==> src/rtl/ext_irq_pkg.sv <==
package ext_irq_pkg;
  localparam int PINS_PER_REG = 4;
  localparam int FIELD_W      = 8;
  localparam int REG_W        = PINS_PER_REG * FIELD_W;
  localparam int MAX_PINS     = 8;
  localparam int SYNC_STAGES  = 2;

  // bit positions inside one pin byte
  localparam int F_EN   = 0;
  localparam int F_LVL  = 1;
  localparam int F_POL  = 2;
  localparam int F_ANY  = 3;
  localparam int F_ACK  = 4;
  localparam int F_PEND = 5;

  typedef struct packed {
    logic anyEdge;
    logic polHigh;
    logic levelMode;
    logic enable;
  } pinCfg_t;

  // untouched pins behave as active-low level, disabled
  localparam pinCfg_t CFG_RESET = '{anyEdge: 1'b0, polHigh: 1'b0, levelMode: 1'b1, enable: 1'b0};

  typedef struct packed {
    logic [MAX_PINS-1:0] ackHit;
  } dpStrobe_t;
endpackage

==> src/rtl/ext_irq_sync.sv <==
module ext_irq_sync #(
  parameter int WIDTH  = 6,
  parameter int STAGES = 2
) (
  input  logic             clk,
  input  logic             rstN,
  input  logic [WIDTH-1:0] din,
  output logic [WIDTH-1:0] dout
);
  logic [WIDTH-1:0] stage [STAGES];

  always_ff @(posedge clk or negedge rstN) begin
    if (!rstN) begin
      for (int i = 0; i < STAGES; i++) stage[i] <= '0;
    end else begin
      stage[0] <= din;
      for (int i = 1; i < STAGES; i++) stage[i] <= stage[i-1];
    end
  end

  assign dout = stage[STAGES-1];
endmodule

==> src/rtl/ext_irq_datapath.sv <==
module ext_irq_datapath
  import ext_irq_pkg::*;
#(
  parameter int NUM_PINS = 6
) (
  input  logic                         clk,
  input  logic                         rstN,
  input  logic [NUM_PINS-1:0]          pinIn,
  input  pinCfg_t [NUM_PINS-1:0]       cfgVec,
  input  dpStrobe_t                    strobe,
  output logic [NUM_PINS-1:0]          pendVec,
  output logic [NUM_PINS-1:0]          reqVec
);
  logic [NUM_PINS-1:0] syncIn;
  logic [NUM_PINS-1:0] prevIn;
  logic [NUM_PINS-1:0] eventVec;
  logic [NUM_PINS-1:0] levelVec;
  logic [NUM_PINS-1:0] ackVec;
  logic                unusedStrobe;

  ext_irq_sync #(.WIDTH(NUM_PINS), .STAGES(SYNC_STAGES)) u_sync (
    .clk  (clk),
    .rstN (rstN),
    .din  (pinIn),
    .dout (syncIn)
  );

  assign ackVec       = strobe.ackHit[NUM_PINS-1:0];
  assign unusedStrobe = ^strobe.ackHit;

  for (genvar g = 0; g < NUM_PINS; g++) begin : g_pin
    logic riseHit;
    logic fallHit;
    logic edgeHit;
    assign riseHit = syncIn[g] & ~prevIn[g];
    assign fallHit = ~syncIn[g] & prevIn[g];
    assign edgeHit = cfgVec[g].anyEdge ? (riseHit | fallHit)
                   : (cfgVec[g].polHigh ? riseHit : fallHit);
    assign eventVec[g] = ~cfgVec[g].levelMode & edgeHit;
    assign levelVec[g] = cfgVec[g].levelMode &
                         (cfgVec[g].polHigh ? syncIn[g] : ~syncIn[g]);
    assign reqVec[g]   = cfgVec[g].enable & (pendVec[g] | levelVec[g]);
  end

  always_ff @(posedge clk or negedge rstN) begin
    if (!rstN) begin
      prevIn  <= '0;
      pendVec <= '0;
    end else begin
      prevIn  <= syncIn;
      pendVec <= eventVec | (pendVec & ~ackVec);
    end
  end
endmodule

==> src/rtl/ext_irq_ctrl.sv <==
module ext_irq_ctrl
  import ext_irq_pkg::*;
#(
  parameter int NUM_PINS     = 6,
  parameter int INT_SRCS     = 64,
  parameter int CASCADE_BASE = 24
) (
  input  logic                    clk,
  input  logic                    rstN,
  input  logic                    regWrEn,
  input  logic                    regSel,
  input  logic [REG_W-1:0]        regWrData,
  input  logic                    cascadeEn,
  input  logic [NUM_PINS-1:0]     pendVec,
  output pinCfg_t [NUM_PINS-1:0]  cfgVec,
  output dpStrobe_t               strobe,
  output logic [REG_W-1:0]        regRdData,
  output logic [INT_SRCS-1:0]     intSrcEnable,
  output logic [INT_SRCS-1:0]     intSrcDisable
);
  logic [NUM_PINS-1:0]     pinHit;
  logic [FIELD_W-1:0]      fieldW [NUM_PINS];
  pinCfg_t [NUM_PINS-1:0]  cfgNext;
  logic [INT_SRCS-1:0]     enNext;
  logic [INT_SRCS-1:0]     disNext;
  logic                    unusedWrBits;

  assign unusedWrBits = ^regWrData;

  always_comb begin
    strobe  = '0;
    enNext  = '0;
    disNext = '0;
    for (int k = 0; k < NUM_PINS; k++) begin
      pinHit[k] = regWrEn && (int'(regSel) == k / PINS_PER_REG);
      fieldW[k] = regWrData[FIELD_W*(k%PINS_PER_REG) +: FIELD_W];
      cfgNext[k] = cfgVec[k];
      if (pinHit[k]) begin
        cfgNext[k].enable    = fieldW[k][F_EN];
        cfgNext[k].levelMode = fieldW[k][F_LVL];
        cfgNext[k].polHigh   = fieldW[k][F_POL];
        cfgNext[k].anyEdge   = fieldW[k][F_ANY];
      end
      strobe.ackHit[k] = pinHit[k] & fieldW[k][F_ACK];
      if (pinHit[k] && cascadeEn) begin
        if (fieldW[k][F_EN] && !cfgVec[k].enable)  enNext[CASCADE_BASE+k]  = 1'b1;
        if (!fieldW[k][F_EN] && cfgVec[k].enable)  disNext[CASCADE_BASE+k] = 1'b1;
      end
    end
  end

  always_ff @(posedge clk or negedge rstN) begin
    if (!rstN) begin
      cfgVec        <= {NUM_PINS{CFG_RESET}};
      intSrcEnable  <= '0;
      intSrcDisable <= '0;
    end else begin
      cfgVec        <= cfgNext;
      intSrcEnable  <= enNext;
      intSrcDisable <= disNext;
    end
  end

  always_comb begin
    regRdData = '0;
    for (int k = 0; k < NUM_PINS; k++) begin
      if (int'(regSel) == k / PINS_PER_REG) begin
        regRdData[FIELD_W*(k%PINS_PER_REG) + F_EN]   = cfgVec[k].enable;
        regRdData[FIELD_W*(k%PINS_PER_REG) + F_LVL]  = cfgVec[k].levelMode;
        regRdData[FIELD_W*(k%PINS_PER_REG) + F_POL]  = cfgVec[k].polHigh;
        regRdData[FIELD_W*(k%PINS_PER_REG) + F_ANY]  = cfgVec[k].anyEdge;
        regRdData[FIELD_W*(k%PINS_PER_REG) + F_PEND] = pendVec[k];
      end
    end
  end
endmodule

==> src/rtl/ext_irq_trigger.sv <==
module ext_irq_trigger
  import ext_irq_pkg::*;
#(
  parameter int NUM_PINS     = 6,
  parameter int INT_SRCS     = 64,
  parameter int CASCADE_BASE = 24
) (
  input  logic                clk,
  input  logic                rstN,
  input  logic [NUM_PINS-1:0] pinIn,
  input  logic                regWrEn,
  input  logic                regSel,
  input  logic [REG_W-1:0]    regWrData,
  output logic [REG_W-1:0]    regRdData,
  input  logic                cascadeEn,
  output logic [NUM_PINS-1:0] dedicatedReq,
  output logic [INT_SRCS-1:0] cascadeReq,
  output logic [INT_SRCS-1:0] intSrcEnable,
  output logic [INT_SRCS-1:0] intSrcDisable
);
  pinCfg_t [NUM_PINS-1:0] cfgVec;
  dpStrobe_t              strobe;
  logic [NUM_PINS-1:0]    pendVec;
  logic [NUM_PINS-1:0]    reqVec;
  logic [NUM_PINS-1:0]    enVec;
  logic [NUM_PINS-1:0]    lvlVec;

  ext_irq_ctrl #(
    .NUM_PINS(NUM_PINS), .INT_SRCS(INT_SRCS), .CASCADE_BASE(CASCADE_BASE)
  ) u_ctrl (
    .clk           (clk),
    .rstN          (rstN),
    .regWrEn       (regWrEn),
    .regSel        (regSel),
    .regWrData     (regWrData),
    .cascadeEn     (cascadeEn),
    .pendVec       (pendVec),
    .cfgVec        (cfgVec),
    .strobe        (strobe),
    .regRdData     (regRdData),
    .intSrcEnable  (intSrcEnable),
    .intSrcDisable (intSrcDisable)
  );

  ext_irq_datapath #(.NUM_PINS(NUM_PINS)) u_dp (
    .clk     (clk),
    .rstN    (rstN),
    .pinIn   (pinIn),
    .cfgVec  (cfgVec),
    .strobe  (strobe),
    .pendVec (pendVec),
    .reqVec  (reqVec)
  );

  always_comb begin
    for (int k = 0; k < NUM_PINS; k++) begin
      enVec[k]  = cfgVec[k].enable;
      lvlVec[k] = cfgVec[k].levelMode;
    end
    dedicatedReq = cascadeEn ? '0 : reqVec;
    cascadeReq   = '0;
    if (cascadeEn) cascadeReq[CASCADE_BASE +: NUM_PINS] = reqVec;
  end
endmodule

==> config.mk <==
export PLATFORM = sky130hd
export DESIGN_NAME = ext_irq_trigger
export DESIGN_NICKNAME = d
export VERILOG_FILES = /design/src/rtl/ext_irq_pkg.sv /design/src/rtl/ext_irq_sync.sv /design/src/rtl/ext_irq_datapath.sv /design/src/rtl/ext_irq_ctrl.sv /design/src/rtl/ext_irq_trigger.sv
export SDC_FILE = /design/constraint.sdc
export NUM_CORES = 1
export LEC_CHECK = 0
export ABC_CLOCK_PERIOD_IN_PS = 2000
export BUFFER_PORTS_ARGS = -buffer_cell sky130_fd_sc_hd__buf_2
export CELL_PAD_IN_SITES_DETAIL_PLACEMENT = 1
export CELL_PAD_IN_SITES_GLOBAL_PLACEMENT = 2
export CORE_MARGIN = 2
export CORE_UTILIZATION = 25
export DETAILED_ROUTE_END_ITERATION = 6
export GPL_TIMING_DRIVEN = 1
export PLACE_DENSITY_LB_ADDON = 0.1
export REMOVE_ABC_BUFFERS = 1
export SYNTH_ARGS = -nofsm -noshare
export SYNTH_HDL_FRONTEND = slang
export SYNTH_SLANG_ARGS = --single-unit
==> constraint.sdc <==
create_clock -name clk -period 2 [get_ports clk]
set_input_delay 0.3 -clock clk [delete_from_list [all_inputs] [get_ports clk]]
set_output_delay 0.3 -clock clk [all_outputs]
set_load 0.02 [all_outputs]
# == Word-level counts from Yosys, hierarchy flattened ==
# Index checks and enable logic that the tools add are counted.
# totals
ff_bits,60
latch_bits,0
ram_bits,0
rom_bits,0
input_bits,43
memories,0
# classes
add_sub_neg,0
mul,0
div,0
order_cmp,0
eq_ne,0
shifts,0
muxes,52
bitwise,70
reduce_logical,26
# ops
cell,n
1-bit two-way mux,46
1-bit AND,36
1-bit NOT,19
1-bit logical AND,16
4-bit two-way mux,4
6-bit two-way mux,2
1-bit OR,12
1-bit logical NOT,10
6-bit AND,1
6-bit NOT,1
6-bit OR,1

# == Logic depth before layout (Yosys ltp) ==
# depth
ltp_word,6
mapped_depth,5

# == Hierarchy ==
# From an unflattened synthesis, not the netlist that was laid out.
# hier_totals
cells_unflattened,412
hier_area_um2,4204.0
# by_module_without_submodules
mod,instances,cells_per_inst,area_each_um2
ext_irq_ctrl,1,238,2534.9
ext_irq_datapath,1,84,795.8
ext_irq_trigger,1,72,528.0
ext_irq_sync,1,18,345.3

# == Least setup slack after synthesis ==
# No wires, ideal clock.
# synth_path
path_type,register to output
from,"reg u_dp.u_sync.stage, in the netlist u_dp.u_sync.dout[0]"
to,out dedicatedReq[0]
arrival_ns,1.159
t_required_ns,1.700
path_slack_ns,0.541
path_stages_with_launch,4
n_path_buf,0
path_cell_list,dfrtp_1 xnor2_1 a21oi_1 nor3b_1
# synth_via
elab_chain_cells,6
# synth_lines
item,line,text
from (decl),ext_irq_sync.sv:10,logic [WIDTH-1:0] stage [STAGES];
1-bit NOT,ext_irq_datapath.sv:41,(cfgVec[g].polHigh ? syncIn[g] : ~syncIn[g]);
1-bit two-way mux (*),ext_irq_datapath.sv:41,
1-bit AND (*),ext_irq_datapath.sv:40,assign levelVec[g] = cfgVec[g].levelMode &
1-bit OR (*),ext_irq_datapath.sv:42,assign reqVec[g] = cfgVec[g].enable & (pendVec[g] | levelVec[g]);
1-bit AND (*),ext_irq_datapath.sv:42,
6-bit two-way mux (*),ext_irq_trigger.sv:60,dedicatedReq = cascadeEn ? '0 : reqVec;
to (decl),ext_irq_trigger.sv:16,"output logic [NUM_PINS-1:0] dedicatedReq,"
# Mark *: on every way between the ends. The rest lies on a longest branch, timed or not.

# == Final worst setup path ==
# layout_path
from,"reg u_dp.u_sync.stage, in the netlist u_dp.u_sync.dout[2]"
to,out dedicatedReq[2]
# Same word-level chain as after synthesis.

==> results.py <==
metrics = {
    "clock_tree": {
        "cts_resized": 0,
        "h-tree-depth": 3,
        "clk_pin_slew_ns": 0.05,
        "cts_max_path_buffers": 2,
        "cts_tree": "yes",
        "numClockSinks": 60,
        "numCtsBuffers": 9,
        "clkLatencyLatePin_ns": 0.33,
        "post_cts_buffers": 0,
        "root_buffer": "clkbuf_16",
    },
    "worst_setup_path": {
        "cp_max_fo": 4,
        "cp_cell_sequence": "xnor2_1, a21oi_1, nor3b_1, buf_2",
        "startpoint_type": "flip-flop",
        "cp.arrival_ns": 1.49,
        "worstSetupPathType": "reg2out",
        "max_stage_delay_ns": 0.41,
        "end_kind": "output port",
        "cp_slowest_cell": "dfrtp_1",
        "required_ns": 1.70,
    },
    "drt": {
        "drtIter0Drc": 38,
        "wl_per_cell_um": 12.6,
        "final_antenna_net_count": 0,
        "num_vias": 2380,
        "drc_errors": 0,
        "via_per_inst": 3.38,
        "dr.pass1.iters": 4,
        "drt-total-wl_um": 8870,
    },
    "worst_hold_path": {
        "hp-class": "in2reg",
    },
    "floorplanning": {
        "rows": 46,
        "fp.dieH_um": 132,
        "ios": 273,
        "die_w_um": 132,
        "initial_utilization": 0.256,
        "dieArea_um2": 17400,
        "core_area_um2": 15900,
    },
    "run": {
        "drv_cap": 0,
    },
    "synth": {
        "synth_top_cell_by_area": "buf_4",
        "yosysSeqAreaShare": 0.369,
        "synth.distinct_cells": 22,
        "ys.warnings.count": 0,
        "netlist_instances": 399,
        "avgSynthCellArea_um2": 10.2,
        "synthTopCellsByArea": "buf_4, dfrtp_1, mux2_2",
        "synth_area_um2": 4080,
        "synth_seq_cells": 60,
        "yosysTopAreaCellShare": 0.346,
    },
    "cells_and_area": {
        "fillers": 1924,
        "drive_gt1_frac": 0.285,
        "layout_commonest_cell": "conb_1",
        "diodes": 0,
        "nNetsFinal": 539,
        "final_cell_mix": "conb_1, buf_2, dfrtp_1",
        "syn2layout_area_growth_pct": 5.21,
    },
    "timing": {
        "max_freq_mhz": 559,
        "period_minus_slack_ns": 1.79,
        "finalHoldViolCount": 0,
        "fin_skew_ns": 0.00402,
        "fin_ws_ns": 0.210,
        "slew_headroom": 0.580,
        "rsz0062_at_grt": "false",
        "setup_viol_count_final": 0,
        "final.setup.tns_ns": 0,
        "slew_violations": 0,
        "worstMarginPinSlew_ns": 0.630,
        "period_share": 0.895,
    },
    "global_routing": {
        "grt_pass1_vias": 2376,
        "grt-ovfl-total": 0,
        "grt_pass1_wl_um": 13700,
        "grt_usage": 0.105,
        "grt_max_degree": 61,
        "antenna_found_initial": 0,
    },
    "power": {
        "cellPowerDensity_nw_per_um2": 888,
        "ir_drop_mv": 0.307,
        "p_leak_nw": 2.29,
    },
    "place": {
        "portBuffers": 74,
        "dp_hpwl_um": 6670,
        "place_congestion": 0.686,
        "pre_cts_ws_ns": 0.181,
    },
    "status": {
        "outcome": "completed",
    },
}
## sequential cells by signal, summed over array words and instances (netlist names)
name	flops
u_ctrl.intSrcEnable	6
u_dp.prevIn	6
u_ctrl.cfgVec	24
u_dp.u_sync.dout	6
u_dp.u_sync.stage	6
u_dp.pendVec	6
u_ctrl.intSrcDisable	6
## per-stage QoR
step / util / hold WS, ns / std cells / area, µm² / total power, mW
2_1_floorplan: - / 0.00441 / 392 / 3340 / 2.18
3_3_place_gp: 0.253 / 0.332 / 688 / 4040 / 2.46
3_5_place_dp: 0.253 / 0.336 / 688 / 4040 / 2.48
4_1_cts: 0.270 / 0.0483 / 704 / 4300 / 3.89
5_1_grt: 0.270 / 0.0563 / 704 / 4300 / 4.06
6_report: 0.270 / 0.0665 / 704 / 4300 / 3.82
## cell families after synthesis
family | Yosys count | synth area share
compound gates | 18 | 0.0257
xor+xnor | 6 | 0.0129
fa+ha+maj | 12 | 0.0368
buf+inv | 204 | 0.364
flops | 60 | 0.369
mux | 40 | 0.110
other cells | 1 | 0.000918
simple gates | 58 | 0.0800
## metal layers
| metal | GRT usage | vias to the layer above | part of all wire |
|---|---|---|---|
| met2 | 0.167 | 152 | 0.48 |
| li1 | - | 1077 | - |
| met5 | 0 | - | 0 |
| met1 | 0.125 | 1138 | 0.41 |
| met3 | 0.0323 | 13 | 0.085 |
| met4 | 0.0598 | 0 | 0.024 |
## cell type report
type | instances | area, µm² | area share
clock inverters | 3 | 15.0 | 0.00349
repair buffers | 81 | 438 | 0.102
clock buffers | 12 | 236 | 0.0550
multi-input cells | 320 | 1780 | 0.415
inverters | 12 | 45.0 | 0.0105
well taps | 216 | 270 | 0.0629
flip-flops and latches | 60 | 1510 | 0.351
## cell usage after synthesis
library cell / count
nor2b_1: 10
xnor2_1: 6
nor3b_1: 18
conb_1: 1
nand2_2: 1
mux2_2: 39
nand3_1: 3
o21ai_0: 6
dfstp_2: 6
buf_4: 188
nor2b_4: 1
inv_1: 12
buf_1: 1
dfrtp_1: 54
clkbuf_1: 1
nand2_1: 19
a21oi_1: 8
ha_1: 12
buf_6: 2
mux2_1: 1
nor2_1: 6
o2bb2ai_1: 4
## worst max-delay path, delay by kind of cell (launching register included)
family,cells,cell delay (ns)
XOR/XNOR,1,0.17
AO/OA/AOI/OAI,1,0.11
AND/OR/NAND/NOR,1,0.24
buffers and inverters,1,0.21
flip-flops,1,0.41
## path summary, 6_finish.rpt
| path | from | endpoint | slack (ns) | cells past startpoint |
|---|---|---|---|---|
| worst max register to register | u_dp.u_sync.dout[1] | u_dp.pendVec[1] | 0.70 | 5 |
| worst min register to register | u_dp.u_sync.stage[10] | u_dp.u_sync.dout[4] | 0.35 | 0 |
| worst min-delay path | pinIn[3] | u_dp.u_sync.stage[9] | 0.07 | 1 |
| max in group asynchronous | rstN | u_ctrl.cfgVec[9] | 1.15 | 3 |
| min in group asynchronous | rstN | u_dp.prevIn[0] | 0.50 | 3 |
| worst max-delay path | u_dp.u_sync.dout[2] | dedicatedReq[2] | 0.21 | 4 |
## power breakdown
group | total [mW] | leakage (nW) | internal, mW | switching, mW
sequential | 1.48 | 0.713 | 1.36 | 0.127
clock | 1.37 | 0.126 | 0.824 | 0.544
combinational | 0.965 | 1.45 | 0.296 | 0.668
## what timing repair did
action,4_1_cts,5_1_grt
hold buffers,1,0
hold endpoints to repair,54,0
setup endpoints to repair,0,0
Note: power is estimated with default switching activity, not from simulation.
